--- config.mk ---
export PLATFORM = sky130hd
export DESIGN_NAME = apb_irq_combiner
export DESIGN_NICKNAME = d
export VERILOG_FILES = /design/src/rtl/irqc_pkg.sv /design/src/rtl/irqc_bank.sv /design/src/rtl/irqc_apb_port.sv /design/src/rtl/irqc_irq_out.sv /design/src/rtl/apb_irq_combiner.sv
export SDC_FILE = /design/constraint.sdc
export NUM_CORES = 1
export LEC_CHECK = 0
export BUFFER_PORTS_ARGS = -buffer_cell sky130_fd_sc_hd__buf_4
export CAP_MARGIN = 10
export CORE_MARGIN = 5
export CORE_UTILIZATION = 53
export DETAILED_ROUTE_END_ITERATION = 8
export GPL_ROUTABILITY_DRIVEN = 0
export PLACE_DENSITY = 0.8
export SLEW_MARGIN = 20
export SYNTH_ARGS = -nofsm -noshare
export SYNTH_HDL_FRONTEND = slang
export SYNTH_SLANG_ARGS = --single-unit
export TNS_END_PERCENT = 50
--- constraint.sdc ---
create_clock -name clk -period 3.25 [get_ports clk]
set_input_delay 0.65 -clock clk [delete_from_list [all_inputs] [get_ports clk]]
set_output_delay 0.65 -clock clk [all_outputs]
set_load 0.05 [all_outputs]
--- src/rtl/irqc_pkg.sv ---
package irqc_pkg;

    localparam int BANK_BITS = 32;
    localparam int MAX_BANKS = 2;

    // word indices (byte offset / 4); the bank bit of each pair is bit 0
    localparam logic [29:0] W_EN_LO   = 30'h00;
    localparam logic [29:0] W_EN_HI   = 30'h01;
    localparam logic [29:0] W_MASK_LO = 30'h02;
    localparam logic [29:0] W_MASK_HI = 30'h03;
    localparam logic [29:0] W_STAT_LO = 30'h0C;
    localparam logic [29:0] W_STAT_HI = 30'h0D;

    typedef enum logic [1:0] {
        RK_NONE,
        RK_EN,
        RK_MASK,
        RK_STAT
    } reg_kind_e;

    typedef struct packed {
        reg_kind_e kind;
        logic      hi;
    } reg_sel_t;

    function automatic reg_sel_t decode_word(input logic [29:0] word);
        reg_sel_t s;
        s.kind = RK_NONE;
        s.hi   = 1'b0;
        case (word)
            W_EN_LO:   begin s.kind = RK_EN;   s.hi = 1'b0; end
            W_EN_HI:   begin s.kind = RK_EN;   s.hi = 1'b1; end
            W_MASK_LO: begin s.kind = RK_MASK; s.hi = 1'b0; end
            W_MASK_HI: begin s.kind = RK_MASK; s.hi = 1'b1; end
            W_STAT_LO: begin s.kind = RK_STAT; s.hi = 1'b0; end
            W_STAT_HI: begin s.kind = RK_STAT; s.hi = 1'b1; end
            default:   begin s.kind = RK_NONE; s.hi = 1'b0; end
        endcase
        return s;
    endfunction

    // number of implemented sources that land in a bank
    function automatic int bank_width(input int nsrc, input int bank);
        int r;
        r = nsrc - BANK_BITS * bank;
        if (r < 0)
            r = 0;
        if (r > BANK_BITS)
            r = BANK_BITS;
        return r;
    endfunction

    // bit mask of implemented positions within a bank word
    function automatic logic [31:0] bank_valid(input int nsrc, input int bank);
        int w;
        w = bank_width(nsrc, bank);
        if (w >= BANK_BITS)
            return '1;
        if (w <= 0)
            return '0;
        return (32'd1 << w) - 32'd1;
    endfunction

endpackage

--- src/rtl/irqc_bank.sv ---
module irqc_bank #(
    parameter int WIDTH = 32
) (
    input  logic             clk,
    input  logic             rst,
    input  logic             wr_en,
    input  logic             wr_mask,
    input  logic [31:0]      wdata,
    input  logic [WIDTH-1:0] src,
    output logic [31:0]      en_q,
    output logic [31:0]      mask_q,
    output logic [31:0]      fstat
);

    logic [WIDTH-1:0] en_r;
    logic [WIDTH-1:0] mask_r;
    logic [WIDTH-1:0] pass_w;

    always_ff @(posedge clk) begin
        if (rst) begin
            en_r   <= '0;
            mask_r <= '0;
        end else begin
            if (wr_en)
                en_r <= wdata[WIDTH-1:0];
            if (wr_mask)
                mask_r <= wdata[WIDTH-1:0];
        end
    end

    assign pass_w = src & en_r & ~mask_r;

    generate
        if (WIDTH < 32) begin : g_pad
            logic unused_wdata_hi;
            assign unused_wdata_hi = ^wdata[31:WIDTH];
            assign en_q   = {{(32-WIDTH){1'b0}}, en_r};
            assign mask_q = {{(32-WIDTH){1'b0}}, mask_r};
            assign fstat  = {{(32-WIDTH){1'b0}}, pass_w};
        end else begin : g_full
            assign en_q   = en_r;
            assign mask_q = mask_r;
            assign fstat  = pass_w;
        end
    endgenerate

endmodule

--- src/rtl/irqc_apb_port.sv ---
module irqc_apb_port
    import irqc_pkg::*;
#(
    parameter int ADDR_W = 12
) (
    input  logic              psel,
    input  logic              penable,
    input  logic              pwrite,
    input  logic [ADDR_W-1:0] paddr,
    input  logic [1:0][31:0]  en_q,
    input  logic [1:0][31:0]  mask_q,
    input  logic [1:0][31:0]  stat_q,
    output logic [1:0]        wr_en,
    output logic [1:0]        wr_mask,
    output logic [31:0]       prdata,
    output logic              pready
);

    reg_sel_t sel;
    logic     commit;
    logic     rd_act;
    logic     unused_lsb;

    assign unused_lsb = ^paddr[1:0];
    assign sel        = decode_word(30'(paddr[ADDR_W-1:2]));
    assign commit     = psel & penable & pwrite;
    assign rd_act     = psel & ~pwrite;
    assign pready     = 1'b1;

    always_comb begin
        wr_en   = '0;
        wr_mask = '0;
        if (commit) begin
            case (sel.kind)
                RK_EN:   wr_en[sel.hi]   = 1'b1;
                RK_MASK: wr_mask[sel.hi] = 1'b1;
                default: ;
            endcase
        end
    end

    always_comb begin
        prdata = '0;
        if (rd_act) begin
            case (sel.kind)
                RK_EN:   prdata = en_q[sel.hi];
                RK_MASK: prdata = mask_q[sel.hi];
                RK_STAT: prdata = stat_q[sel.hi];
                default: prdata = '0;
            endcase
        end
    end

endmodule

--- src/rtl/irqc_irq_out.sv ---
module irqc_irq_out (
    input  logic             clk,
    input  logic             rst,
    input  logic [1:0][31:0] stat_q,
    output logic             irq
);

    always_ff @(posedge clk) begin
        if (rst)
            irq <= 1'b0;
        else
            irq <= |stat_q;
    end

endmodule

--- src/rtl/apb_irq_combiner.sv ---
module apb_irq_combiner
    import irqc_pkg::*;
#(
    parameter int NUM_SRC = 40,
    parameter int ADDR_W  = 12
) (
    input  logic               clk,
    input  logic               rst,
    input  logic               psel,
    input  logic               penable,
    input  logic               pwrite,
    input  logic [ADDR_W-1:0]  paddr,
    input  logic [31:0]        pwdata,
    output logic [31:0]        prdata,
    output logic               pready,
    input  logic [NUM_SRC-1:0] irq_src,
    output logic               irq_out
);

    logic [1:0][31:0] en_q;
    logic [1:0][31:0] mask_q;
    logic [1:0][31:0] stat_q;
    logic [1:0]       wr_en;
    logic [1:0]       wr_mask;

    generate
        for (genvar b = 0; b < MAX_BANKS; b++) begin : g_bank
            localparam int W = bank_width(NUM_SRC, b);
            if (W > 0) begin : g_on
                irqc_bank #(
                    .WIDTH (W)
                ) u_bank (
                    .clk     (clk),
                    .rst     (rst),
                    .wr_en   (wr_en[b]),
                    .wr_mask (wr_mask[b]),
                    .wdata   (pwdata),
                    .src     (irq_src[b*BANK_BITS +: W]),
                    .en_q    (en_q[b]),
                    .mask_q  (mask_q[b]),
                    .fstat   (stat_q[b])
                );
            end else begin : g_off
                logic unused_strobe;
                assign unused_strobe = wr_en[b] ^ wr_mask[b];
                assign en_q[b]   = '0;
                assign mask_q[b] = '0;
                assign stat_q[b] = '0;
            end
        end
    endgenerate

    irqc_apb_port #(
        .ADDR_W (ADDR_W)
    ) u_port (
        .psel    (psel),
        .penable (penable),
        .pwrite  (pwrite),
        .paddr   (paddr),
        .en_q    (en_q),
        .mask_q  (mask_q),
        .stat_q  (stat_q),
        .wr_en   (wr_en),
        .wr_mask (wr_mask),
        .prdata  (prdata),
        .pready  (pready)
    );

    irqc_irq_out u_out (
        .clk    (clk),
        .rst    (rst),
        .stat_q (stat_q),
        .irq    (irq_out)
    );

endmodule

==> reports/summary.txt <==
status: completed
fillers: 749
IO buf count: 119
Die ar.: 0.0108 mm²
Setup Skew: 8.76 ps
Avg Cell Area, Syn: 7.56 µm²
Die W: 104 µm
io pins: 123
compound-cell area share of the yosys netlist: 25.7%
post-synthesis simple-gate area fraction: 25.9%
asr flop ratio synth: 0%
Nets: 804
synthesized flop and latch total: 81
Pwr Total: 2150 µW
Worst Setup SP: paddr[11]
HPWL Detailed: 10500 µm
RSZ-0062 raised after global routing: false
cell taking the most area after synthesis: dfxtp_1
depth of the most critical reg-to-reg path: 4
DRC viols: 0
r2r endpoint: u_out.irq
internal cell power: 1670 µW
gr usage total: 28.5%
Reg power frac: 46.2%
top-count cell post-synth: a21oi_1
first-pass GRT wire length: 26000 µm
placed inst area: 0.00568 mm²
sw frac: 22.4%
Post-Syn Nets: 707
Area contributors post-synth: dfxtp_1, a21oi_1, nand3_1, o21ai_0, nand3b_1
Vias: 5400
Netlist cell types: 31
number of flops mapped to enable cells by yosys: 0
XOR/XNOR Fraction of Synth Area: 0%
crit end category: output pin
reg2reg setup slack: 1810 ps
Yosys warnings: 0
Power Density: 360 mW/mm²
Routed wire per std cell: 19.7 µm
Yosys top cell area share: 34.7%
CTS tree: built
cell area after layout: 0.00597 mm²
share of post-route cells with drive strength above 1: 25.1%
Seq/Total Area, Yosys: 34.7%
crit path DAT: 2560 ps
final worst slack: 37.4 ps
Initial DRC Count: 524
Clock Sinks: 81
Tightest Pin Transition: 860 ps
type of the worst min-delay path: reg -> reg
Root Driver: clkbuf_8
Tmin final: 3210 ps
CTS buffer count: 9
Post-synth top flop: dfxtp_1
H-tree depth: 3
worst r2r src: g_bank[0].g_on.u_bank.mask_q[21]
Final setup viols: 0
Worst slew margin: 42.7%
number of nets with antenna violations after routing: 0
fmax: 311 MHz
Antenna Cells: 0
Slew Viols, Final: 0
Final Hold Fails: 0
fin crit share: 98.8%
Gate Count Post-Synth: 618
final core occ: 68.8%
number of global-route vias before repair: 5264
drt total wl: 16300 µm
CP max FO: 26
Initial Util: 53.9%
Synth Area in Adders: 0%
core area: 0.00868 mm²
largest family of logic cells by synthesized area: simple AND/OR/NAND/NOR gates
initial antenna violation count: 0
P_sw: 482 µW
deepest clock path buffer count: 2
DR pass1 iterations: 5
die height: 104 µm
Clock Power Share: 44.5%
FP Rows: 34
Max Cap Viol: 0
Clock Pin Slew Worst Setup and Hold Paths: 80 ps
Placed Cells: 810
Cell Area, Synth: 0.00467 mm²
multiplexer area fraction after synthesis: 5.14%
CP endpoint: prdata[20]
Critical Path RT: 2600 ps
Peak VDD IR: 0.229 mV
worst-skew pair later-pin latency: 340 ps
total leakage power: 0.00214 µW
area grow syn2layout: 27.7%
Non-Filler Instances: 828
gr ovfl total: 0
kind of critical path: in -> out
Place WS: 26.1 ps
CTS Hold Bufs: 0
Gate power share: 9.3%
Vias/cell: 6.52
largest net degree at the start of global routing: 82
top cells by count, synth: a21oi_1, dfxtp_1, nand3_1, o21ai_0, nand3b_1
CP startpoint kind: input port
## power groups by stage
stage / clock [µW] / combinational, µW / sequential (µW)
final: 956 / 201 / 991
after global routing: 1000 / 212 / 992
after CTS: 963 / 195 / 991
after detailed placement: 0 / 194 / 1010
after global placement: 0 / 190 / 1010
after floorplan: 0 / 71.0 / 1010
## how the worst min path moves through the flow
stage / slack (ps) / from / cells after the start / to
floorplan: 460 / g_bank[0].g_on.u_bank.mask_q[0] / 2 / g_bank[0].g_on.u_bank.mask_q[0]
global placement: 470 / g_bank[1].g_on.u_bank.mask_r[6] / 2 / g_bank[1].g_on.u_bank.mask_r[6]
detailed placement: 480 / g_bank[1].g_on.u_bank.mask_r[0] / 2 / g_bank[1].g_on.u_bank.mask_r[0]
CTS: 490 / g_bank[1].g_on.u_bank.mask_r[2] / 2 / g_bank[1].g_on.u_bank.mask_r[2]
global route: 520 / g_bank[0].g_on.u_bank.en_q[12] / 2 / g_bank[0].g_on.u_bank.en_q[12]
finish: 490 / g_bank[1].g_on.u_bank.mask_r[0] / 2 / g_bank[1].g_on.u_bank.mask_r[0]
## cells by family (layout without fill, tap and decap cells)
logic type | after synthesis | after routing
simple gates | 211 | 211
other cells | 1 | 1
buf+inv | 84 | 186
compound gates | 217 | 217
mux | 24 | 24
flops | 81 | 81
## cell usage in the layout (no fill, tap or decap), drive strengths merged
cell type,n
nand3,73
a22oi,7
o211ai,24
mux2i,24
a31oi,1
nor4,30
dfxtp,81
inv,26
and3,1
clkinvlp,1
or4,2
bufinv,4
buf,143
nand2,32
o2bb2ai,8
nor2b,1
nand3b,40
nand4,14
nor2,14
clkbuf,12
conb,1
or3,1
nor3,2
a222oi,1
a21oi,103
nand4b,1
o21ai,73
## flip-flops by register name, indices dropped and copies added, names as in the netlist
register	flops
g_bank.g_on.u_bank.mask_r	8
u_out.irq	1
g_bank.g_on.u_bank.en_q	32
g_bank.g_on.u_bank.mask_q	32
g_bank.g_on.u_bank.en_r	8
## final cells by class
type | instances | area, µm² | share of cell area, %
repair buffers | 144 | 1140 | 19.1
multi-input cells | 453 | 2720 | 45.5
clock inverters | 5 | 128 | 2.14
flip-flops and latches | 81 | 1620 | 27.2
well taps | 108 | 135 | 2.26
clock buffers | 11 | 131 | 2.20
inverters | 26 | 97.6 | 1.63
## per-layer routing
| layer | vias to the layer above | wire length, µm | track usage [%] | share of wire (%) |
|---|---|---|---|---|
| met1 | 2559 | 6420 | 37.5 | 39 |
| li1 | 2473 | - | - | - |
| met4 | 0 | 347 | 11.6 | 2.1 |
| met2 | 327 | 7990 | 46.4 | 49 |
| met3 | 41 | 1540 | 4.66 | 9.4 |
| met5 | - | 0 | 0 | 0 |
## critical path: stages
cell and delay (ps):
buf_4 120, or4_4 600, nor4_4 380, clkbuf_16 270, nand2_1 70, a21oi_1 210, buf_4 240
## stage by stage
stage / hold WS [ps] / setup TNS [ps]
6_report: 486 / 0
5_1_grt: 519 / 0
3_5_place_dp: 478 / 0
3_3_place_gp: 466 / 0
4_1_cts: 490 / 0
2_1_floorplan: 457 / -1480
## timing repair
action	4_1_cts	5_1_grt
setup endpoints to repair	0	13
buffers inserted	0	1
gates resized for setup	0	4
No activity file was read; power rests on OpenSTA's default activity.
